[src/rtl/vsc_pkg.sv]
package vsc_pkg;
   // Decision taken at the end of each update window.
   typedef enum logic [1:0] {
      STEP_HOLD = 2'd0,
      STEP_UP   = 2'd1,
      STEP_DOWN = 2'd2
   } step_e;
endpackage

[src/rtl/vsc_window.sv]
module vsc_window
   import vsc_pkg::*;
#(
   parameter int WIN_CYC = 50000
) (
   input  logic  clk,
   input  logic  rst_n,
   input  logic  cmp_lo,
   input  logic  cmp_hi,
   output logic  win_end,
   output step_e step
);
   localparam int WW = (WIN_CYC > 2) ? $clog2(WIN_CYC) : 1;
   localparam logic [WW-1:0] LAST = WW'(WIN_CYC - 1);

   if (WIN_CYC < 2) begin : g_bad_win
      $error("vsc_window: WIN_CYC must be at least 2");
   end

   logic [WW-1:0] phase;
   logic          lo_flag, hi_flag;
   logic          lo_seen, hi_seen;

   // Include the present cycle so the last window cycle still counts.
   assign lo_seen = lo_flag | cmp_lo;
   assign hi_seen = hi_flag | cmp_hi;
   assign win_end = (phase == LAST);

   always_comb begin
      if (hi_seen)      step = STEP_DOWN;
      else if (lo_seen) step = STEP_HOLD;
      else              step = STEP_UP;
   end

   always_ff @(posedge clk or negedge rst_n) begin
      if (!rst_n) begin
         phase   <= '0;
         lo_flag <= 1'b0;
         hi_flag <= 1'b0;
      end else begin
         phase   <= win_end ? '0 : phase + 1'b1;
         lo_flag <= win_end ? 1'b0 : lo_seen;
         hi_flag <= win_end ? 1'b0 : hi_seen;
      end
   end

   a_r6_flags_clear: assert property (@(posedge clk) disable iff (!rst_n)
      win_end |=> (!lo_flag && !hi_flag));

   a_r7_phase_wraps: assert property (@(posedge clk) disable iff (!rst_n)
      win_end |=> (phase == '0));
endmodule

[src/rtl/vsc_index.sv]
module vsc_index
   import vsc_pkg::*;
#(
   parameter int CNT_W = 4
) (
   input  logic             clk,
   input  logic             rst_n,
   input  logic             win_end,
   input  step_e            step,
   input  logic             cmp_max,
   output logic [CNT_W-1:0] idx
);
   localparam logic [CNT_W-1:0] TOP = {CNT_W{1'b1}};
   localparam logic [CNT_W-1:0] ONE = CNT_W'(1);

   if (CNT_W < 2) begin : g_bad_cnt
      $error("vsc_index: CNT_W must be at least 2");
   end

   logic [CNT_W-1:0] idx_nxt;

   always_comb begin
      idx_nxt = idx;
      if (cmp_max) begin
         idx_nxt = ONE;
      end else if (win_end) begin
         case (step)
            STEP_UP:   if (idx != TOP) idx_nxt = idx + 1'b1;
            STEP_DOWN: if (idx != ONE) idx_nxt = idx - 1'b1;
            default:   idx_nxt = idx;
         endcase
      end
   end

   always_ff @(posedge clk or negedge rst_n) begin
      if (!rst_n) idx <= ONE;
      else        idx <= idx_nxt;
   end

   a_r5_in_range: assert property (@(posedge clk) disable iff (!rst_n)
      (idx >= ONE) && (idx <= TOP));

   a_r8_fast_load: assert property (@(posedge clk) disable iff (!rst_n)
      cmp_max |=> (idx == ONE));

   a_r7_only_at_window: assert property (@(posedge clk) disable iff (!rst_n)
      (!win_end && !cmp_max) |=> $stable(idx));

   a_r7_one_step: assert property (@(posedge clk) disable iff (!rst_n)
      !cmp_max |=> (idx == $past(idx) || idx == $past(idx) + 1'b1
                    || idx == $past(idx) - 1'b1));

   a_r2_step_up: assert property (@(posedge clk) disable iff (!rst_n)
      (win_end && !cmp_max && step == STEP_UP && idx != TOP)
      |=> (idx == $past(idx) + 1'b1));

   a_r4_step_down: assert property (@(posedge clk) disable iff (!rst_n)
      (win_end && !cmp_max && step == STEP_DOWN && idx != ONE)
      |=> (idx == $past(idx) - 1'b1));
endmodule

[src/rtl/vsc_valley.sv]
module vsc_valley #(
   parameter int CNT_W     = 4,
   parameter int BLANK_CYC = 8
) (
   input  logic             clk,
   input  logic             rst_n,
   input  logic             off_start,
   input  logic             zc_pulse,
   input  logic [CNT_W-1:0] idx,
   output logic             turn_on
);
   if (BLANK_CYC < 0) begin : g_bad_blank
      $error("vsc_valley: BLANK_CYC must not be negative");
   end

   logic             blank_done;
   logic [CNT_W-1:0] zc_cnt;
   logic             armed;
   logic             zc_ok;
   logic             hit;

   if (BLANK_CYC > 0) begin : g_blank
      localparam int BW = $clog2(BLANK_CYC + 1);
      logic [BW-1:0] blank;

      always_ff @(posedge clk or negedge rst_n) begin
         if (!rst_n)               blank <= '0;
         else if (off_start)       blank <= BW'(BLANK_CYC);
         else if (blank != '0)     blank <= blank - 1'b1;
      end
      assign blank_done = (blank == '0);

      a_r9_blanked: assert property (@(posedge clk) disable iff (!rst_n)
         (blank != '0) |=> !turn_on);
   end else begin : g_no_blank
      assign blank_done = 1'b1;
   end

   assign zc_ok = armed && blank_done && zc_pulse && !off_start;
   // Reaching or passing the index both end the wait.
   assign hit   = zc_ok && (({1'b0, zc_cnt} + 1'b1) >= {1'b0, idx});

   always_ff @(posedge clk or negedge rst_n) begin
      if (!rst_n) begin
         zc_cnt  <= '0;
         armed   <= 1'b0;
         turn_on <= 1'b0;
      end else begin
         turn_on <= hit;
         if (off_start) begin
            zc_cnt <= '0;
            armed  <= 1'b1;
         end else if (hit) begin
            zc_cnt <= '0;
            armed  <= 1'b0;
         end else if (zc_ok) begin
            zc_cnt <= zc_cnt + 1'b1;
         end
      end
   end

   a_r10_single_pulse: assert property (@(posedge clk) disable iff (!rst_n)
      turn_on |=> !turn_on);

   a_r11_disarmed: assert property (@(posedge clk) disable iff (!rst_n)
      turn_on |-> !armed);

   a_r9_off_restart: assert property (@(posedge clk) disable iff (!rst_n)
      off_start |=> (armed && zc_cnt == '0 && !turn_on));
endmodule

[src/rtl/valley_step_ctrl.sv]
module valley_step_ctrl
   import vsc_pkg::*;
#(
   parameter int CNT_W     = 4,
   parameter int WIN_CYC   = 50000,
   parameter int BLANK_CYC = 8
) (
   input  logic             clk,
   input  logic             rst_n,
   input  logic             off_start,
   input  logic             zc_pulse,
   input  logic             cmp_lo,
   input  logic             cmp_hi,
   input  logic             cmp_max,
   output logic             turn_on,
   output logic [CNT_W-1:0] valley_n
);
   logic  win_end;
   step_e step;

   vsc_window #(.WIN_CYC(WIN_CYC)) u_window (
      .clk     (clk),
      .rst_n   (rst_n),
      .cmp_lo  (cmp_lo),
      .cmp_hi  (cmp_hi),
      .win_end (win_end),
      .step    (step)
   );

   vsc_index #(.CNT_W(CNT_W)) u_index (
      .clk     (clk),
      .rst_n   (rst_n),
      .win_end (win_end),
      .step    (step),
      .cmp_max (cmp_max),
      .idx     (valley_n)
   );

   vsc_valley #(.CNT_W(CNT_W), .BLANK_CYC(BLANK_CYC)) u_valley (
      .clk       (clk),
      .rst_n     (rst_n),
      .off_start (off_start),
      .zc_pulse  (zc_pulse),
      .idx       (valley_n),
      .turn_on   (turn_on)
   );
endmodule

[config.mk]
export PLATFORM = sky130hd
export DESIGN_NAME = valley_step_ctrl
export DESIGN_NICKNAME = d
export VERILOG_FILES = /design/src/rtl/vsc_pkg.sv /design/src/rtl/vsc_window.sv /design/src/rtl/vsc_index.sv /design/src/rtl/vsc_valley.sv /design/src/rtl/valley_step_ctrl.sv
export SDC_FILE = /design/constraint.sdc
export NUM_CORES = 1
export LEC_CHECK = 0
export CAP_MARGIN = 20
export CORE_MARGIN = 1
export CORE_UTILIZATION = 35
export CTS_CLUSTER_DIAMETER = 200
export CTS_CLUSTER_SIZE = 40
export DETAILED_ROUTE_END_ITERATION = 7
export SYNTH_ARGS = -nofsm -noshare
export SYNTH_HDL_FRONTEND = slang
export SYNTH_SLANG_ARGS = --single-unit
[constraint.sdc]
create_clock -name clk -period 1.7 [get_ports clk]
set_input_delay 0.34 -clock clk [delete_from_list [all_inputs] [get_ports clk]]
set_output_delay 0.34 -clock clk [all_outputs]
set_load 0.05 [all_outputs]
==> results of run 1 <==
layout by cell type, fill, tap and decap left out, drive strengths merged, types with 2 or more instances in the layout:
cell type	instances
buf	39
dfrtp	31
nor2	22
inv	11
nand2	11
xnor2	11
ha	10
xor2	8
clkbuf	7
clkdlybuf4s50	6
nand3	6
a21oi	4
nor4	4
o21ai	4
nor3	4
nand4	3
nand2b	3
a31oi	2
or3	2
a32o	2
o31ai	2
a211oi	2
nor2b	2
and3	2
metrics by stage:
| stage | worst slack (ps) | setup TNS, ps | power [W] | cell area [um2] | util (%) |
|---|---|---|---|---|---|
| after CTS | -22.9 | -38.9 | 0.00177 | 2260 | 50.6 |
| after detailed placement | -190 | -734 | 0.00114 | 2100 | 47.0 |
| final | -31.0 | -78.5 | 0.00175 | 2330 | 52.2 |
| after global routing | -118 | -777 | 0.00184 | 2330 | 52.2 |
| after floorplan | -75.4 | -220 | 0.00102 | 1750 | - |
| after global placement | -126 | -290 | 0.00112 | 2100 | 47.0 |
repair_timing:
action                                  CTS  global route
resized for setup                         6            11
buffers inserted                          5             2
endpoints found under the setup margin    6            12
pin swaps                                10             5
cloned                                    0             0
hold endpoints to repair                  0             0
where the power goes:
group | switching, W | internal (W) | total [W]
clock network | 0.000255 | 0.000360 | 0.000616
logic | 0.000137 | 0.000150 | 0.000287
registers | 0.0000352 | 0.000809 | 0.000844
logic make-up (layout without fill, tap and decap cells):
kind of cell	after synthesis	in the layout
mux	2	2
buf+inv	15	63
fa+ha+maj	10	10
flops	32	32
compound gates	22	22
simple gates	66	66
xor+xnor	19	19
worst min path at each step:
stage,slack (ps),cells after the start,startpoint,to
global route,500,2,rst_n,u_valley.armed
detailed placement,500,1,u_window.phase[2],u_window.phase[2]
floorplan,40,0,rst_n,u_index.idx[1]
CTS,470,2,rst_n,u_valley.armed
finish,460,2,rst_n,u_valley.armed
global placement,470,2,u_valley.armed,u_valley.armed
sequential cells by signal, summed over array words and instances (netlist names):
| register | cells |
|---|---|
| u_valley.g_blank.blank | 4 |
| u_window.lo_flag | 1 |
| u_valley.zc_cnt | 4 |
| u_valley.turn_on | 1 |
| u_window.phase | 16 |
| u_window.hi_flag | 1 |
| u_valley.armed | 1 |
| u_index.idx | 4 |
layer usage:
metal  global-route usage [%]  vias up  share of wire [%]
li1                         -      677                  -
met2                     28.1       17                 54
met3                     3.66        2                3.1
met4                     5.78        0               0.47
met5                        0        -                  0
met1                     17.4      675                 43
layout make-up:
cell class,count,area [um2],share of cell area (%)
inverters,11,41.3,1.77
repair buffers,45,373,16.0
clock buffers,7,96.3,4.13
well taps,52,65.1,2.79
multi-input cells,119,948,40.6
flip-flops and latches,32,810,34.7
==> reports/results.tsv, run 1 <==
metric	value	unit
grt_pass1_vias	1466	
drt_pre_antenna_iters	6	
finalNonFillerCells	266	
hold_slack	457	ps
cts_tree	done	
violations	design-rule violations, negative setup slack	
grt_remaining_overflow	0	
wl_per_cell	13.7	um
synth.area.top_cells	dfrtp_1, ha_1, xnor2_1	
drc_errors	1	
cts-root-buf	clkbuf_8	
ys.flop_type	dfrtp_1	
syn-num-nets	183	
endpoint	u_valley.zc_cnt[1]	
wirelength	3660	um
gp_congestion	0.822	
dieArea	0.00509	mm2
clkSlewWorstSetupHoldPaths	60	ps
crit_buf_inv	0	
cp_top_family	compound AO/OA/AOI/OAI gates	
outcome	finished with violations	
vias_per_cell	5.15	
rsz0062_at_grt	yes	
path_max_fanout	5	
numCtsBuffers	5	
cp-end-kind	flip-flop	
r2r_end	u_valley.zc_cnt[1]	
htreeDepth	2	
finalMaxSlewViolations	0	
cp_num_cells	6	
synth_compound_area_share	8.93	%
synth_top_family_by_area	simple AND/OR/NAND/NOR gates	
crit_path_start	u_valley.zc_cnt[0]	
vias	1371	
yosysMostFrequentCell	dfrtp_1	
cts_sinks	32	
min_period	1730	ps
syn_area_per_cell	10.1	um2
grt_antenna_before_repair	0	
yosysTopAreaCellShare	46.1	%
synth_cell_types	43	
r2r_start	u_valley.zc_cnt[0]	
diodes	0	
finalWorstSetupSlack	-31.0	ps
max_stage_delay	450	ps
synth_commonest_cells	dfrtp_1, nor2_1, nand2_1, xnor2_1	
synth_fa_ha_area_share	7.44	%
drtIter0Drc	62	
synth-xor-area-share	9.90	%
hold_buffers	0	
post-route-period-util	102	%
vdd_ir_drop_max	437	uV
syn_area	0.00168	mm2
relSlewSlack	65.5	%
cp_slowest_cell	dfrtp_2	
clock_path_buffers	2	
path_class	flip-flop to flip-flop	
ant_nets	0	
yosys_warnings	0	
syn_inst	166	
synthMuxAreaShare	1.26	%
synth-simple-area-share	20.9	%
finalHoldViolCount	0	
die_w	71.3	um
critPathRequiredTime	1860	ps
die_h	71.3	um
grt_first_pass_wirelength	6130	um
boundaryPins	12	
async_flop_share	100	%
core	0.00447	mm2
ys_seq_elements	32	
crit_path_cell_trace	ha_4 > xor2_1 > ha_1 > o21ai_1 > o21a_2 > a32o_1	
dp.final_hpwl	2620	um
cap_violations	0	
synthToLayoutAreaGrowth	38.8	%
max_freq	578	MHz
min_path_type	primary input to async pin	
rows	24	
drive_gt1_share	34.6	%
worst_slew_pin_slew	513	ps
place_inst	252	
finalSetupViolCount	3	
nNetsFinal	231	
skew	4.46	ps
p_leak	1.01	nW
initial_utilization	37.6	%
io_buffers	11	
start_kind	flip-flop	
r2r_cells	6	
p_per_area	749	mW/mm2
yosysSeqAreaShare	47.7	%
synth_edf_count	0	
grt_util_all_layers	15.4	%
worstPathArrival	1890	ps
r2r_setup_slack	-30	ps
nFillCells	410	
grt_max_degree	33	
synth_top_area_cell	dfrtp_1	
clk_latency	270	ps
Note: power is estimated with default switching activity, not from simulation.
==> run 2, diff against run 1 <==
Settings changed: ABC_AREA set to 1.
Clock period 1.7 ns to 1.5 ns, I/O delays scaled along.
==> run 2 against run 1 <==
Net effect: the run ends with negative setup slack left; cell count grew 35%; non-clock buffer count down 8; critical path type unchanged; global-route usage is 0.47 points lower; die area grew 17%; maximum frequency down 5.2%; register-to-register slack worse by 300 ps; sequential power increased by 12%; count of clock-buffer cells in the layout unchanged; synthesized area increased by 18%; power rose by 11%; clock skew increased by 2.5 ps.
==> reports/results.tsv, run 2 <==
metric	value	unit	change
finalNonFillerCells	360		was 266
syn-num-nets	264		was 183
max_freq	548	MHz	was 578 MHz
worstPathArrival	2000	ps	was 1890 ps
p_int	0.00143	W	was 0.00132 W
numCtsBuffers	5		unchanged
wirelength	4150	um	was 3660 um
post-route-util	48.4	%	was 52.2%
start_kind	flip-flop		unchanged
vdd_ir_drop_max	385	uV	was 437 uV
finalWorstSetupSlack	-326	ps	was -31.0 ps
hold_buffers	0		unchanged
final_cell_mix	nand2_1, inv_1, dfrtp_1, nor2_1, nand3_1		was buf_4, dfrtp_1, nor2_1
cp-end-kind	flip-flop		unchanged
ys_seq_elements	32		unchanged
skew	6.92	ps	was 4.46 ps
relSlewSlack	81.3	%	was 65.5%
comb_power_share	13.9	%	was 16.4%
grt_max_degree	33		unchanged
worst_slew_pin_slew	279	ps	was 513 ps
finalMaxSlewViolations	0		unchanged
synth_commonest_cells	nand2_1, dfrtp_1, inv_1		was dfrtp_1, nor2_1, nand2_1, xnor2_1
clk_latency	280	ps	was 270 ps
drtIter0Drc	40		was 62
grt_pass1_vias	1588		was 1466
grt_util_all_layers	15.0	%	was 15.4%
hold_slack	373	ps	was 457 ps
dieArea	0.00597	mm2	was 0.00509 mm2
cts-root-buf	clkbuf_8		unchanged
initial_utilization	36.3	%	was 37.6%
seq_power_share	48.9	%	was 48.3%
grt_antenna_before_repair	0		unchanged
drt_pre_antenna_iters	4		was 6
final_common_cell	nand2_1		was buf_4
place_inst	347		was 252
grt_first_pass_wirelength	7110	um	was 6130 um
yosysTopAreaCellShare	39.1	%	was 46.1%
boundaryPins	12		unchanged
synth_top_area_cell	dfrtp_1		unchanged
finalHoldViolCount	0		unchanged
nNetsFinal	305		was 231
ant_nets	0		unchanged
synth.area.top_cells	dfrtp_1, nand2_1, nand3_1		was dfrtp_1, ha_1, xnor2_1
grt_remaining_overflow	0		unchanged
yosysSeqAreaShare	40.4	%	was 47.7%
async_flop_share	100	%	unchanged
synth_cell_types	34		was 43
vias_per_cell	4.72		was 5.15
synthToLayoutAreaGrowth	33.6	%	was 38.8%
finalSetupTns	-1860	ps	was -78.5 ps
min_period	1830	ps	was 1730 ps
cts_sinks	32		unchanged
syn_inst	247		was 166
finalSetupViolCount	7		was 3
path_max_fanout	4		was 5
ys.flop_type	dfrtp_1		unchanged
rsz0062_at_grt	yes		unchanged
fin_total_pwr	0.00194	W	was 0.00175 W
outcome	finished with violations		unchanged
yosysMostFrequentCell	nand2_1		was dfrtp_1
critPathRequiredTime	1670	ps	was 1860 ps
dp.final_hpwl	2970	um	was 2620 um
die_w	77.3	um	was 71.3 um
largest_register_ffs	16		unchanged
wl_per_cell	11.5	um	was 13.7 um
cts_tree	done		unchanged
yosys_warnings	0		unchanged
drive_gt1_share	30.9	%	was 34.6%
clockPowerShare	37.2	%	was 35.2%
clock_path_buffers	2		unchanged
drc_errors	0		was 1
vias	1700		was 1371
die_h	77.3	um	was 71.3 um
r2r_cells	9		was 6
min_path_type	primary input to async pin		unchanged
clkSlewWorstSetupHoldPaths	60	ps	about the same
post-route-period-util	122	%	was 102%
htreeDepth	2		unchanged
p_leak	1.26	nW	was 1.01 nW
switching_share	25.9	%	was 24.5%
cap_violations	0		unchanged
gp_congestion	0.779		was 0.822
core	0.00547	mm2	was 0.00447 mm2
top_register	u_window.phase		unchanged
violations	negative setup slack		was design-rule violations, negative setup slack
io_buffers	11		unchanged
p_sw	0.000502	W	was 0.000427 W
rows	27		was 24
diodes	0		unchanged
p_per_area	730	mW/mm2	was 749 mW/mm2
syn_area_per_cell	8.03	um2	was 10.1 um2
path_class	flip-flop to flip-flop		unchanged
syn_area	0.00198	mm2	was 0.00168 mm2
synth_edf_count	0		unchanged
## run 2: changes by cell type after synthesis, sizes merged, moves of 3 or more
cell,delta
nand3,+22
nor2,+20
nand2,+44
inv,+23
nor4,-4
a21oi,+3
o21ai,+4
nand4,+3
nand2b,-3
xnor2,-10
## run 2: final cells by class
type / count / area, um2
clock buffers: 7 / 96.3
fillers: 543 / 2820
inverters: 34 / 130
multi-input cells: 178 / 1140
flip-flops and latches: 32 / 810
well taps: 72 / 90.1
repair buffers: 37 / 387
## run 2: timing repair
| action | in CTS | in global routing |
|---|---|---|
| pin swaps | 1 | 13 |
| resized for setup | 2 | 22 |
| endpoints found under the setup margin | 17 | 22 |
| buffers inserted | 2 | 4 |
| gates cloned | 0 | 0 |
## run 2: final timing paths
path                               startpoint  slack (ps)                 end
hold reg to reg                u_valley.armed         490      u_valley.armed
max in group asynchronous               rst_n         880      u_index.idx[0]
setup / recovery           u_valley.zc_cnt[0]        -330  u_valley.zc_cnt[1]
min in group clk               u_valley.armed         490      u_valley.armed
setup reg to reg           u_valley.zc_cnt[0]        -330  u_valley.zc_cnt[1]
hold / removal                          rst_n         370  u_valley.zc_cnt[2]
## run 2: worst max-delay path, stage by stage (launching register included)
cell and delay, ps:
dfrtp_1 390, ha_2 220, xor2_2 190, ha_1 320, nand2_1 70, a21oi_2 120, nand3_2 130, buf_4 160
nand3_2 70, o21ai_1 60
## run 2: kinds of logic after synthesis
group / share of synthesized area, %
xor gates and xnor gates: 4.41
AOI/OAI and AO/OA: 6.18
adders and majority gates: 6.31
DFF: 40.4
and+or+nand+nor: 35.1
buffers and inverters: 7.63
## run 2: power by group through the flow
| stage | Clock, W | Combinational, W | Sequential, W |
|---|---|---|---|
| global placement | 0 | 0.000266 | 0.000960 |
| CTS | 0.000750 | 0.000273 | 0.000946 |
| global route | 0.000783 | 0.000312 | 0.000950 |
| finish | 0.000720 | 0.000270 | 0.000947 |
| detailed placement | 0 | 0.000271 | 0.000962 |
| floorplan | 0 | 0.000168 | 0.000961 |
## run 2: routing by layer
metal / part of all wire, % / global-route usage (%) / vias up
li1: - / - / 873
met1: 45 / 18.5 / 794
met2: 51 / 25.0 / 27
met3: 3.0 / 3.45 / 6
met4: 1.3 / 5.66 / 0
met5: 0 / 0 / -
## run 2: through the flow
stage / area [um2] / setup slack, ps
after floorplan: 2000 / -143
after global placement: 2390 / -175
after detailed placement: 2390 / -253
after CTS: 2510 / -256
after global routing: 2650 / -417
final: 2650 / -326
==> run 3, diff against run 2 <==
Settings changed: GPL_ROUTABILITY_DRIVEN set to 1.
==> results of run 3 <==
The final DEF is identical to that of run 2; final timing and power are the same.
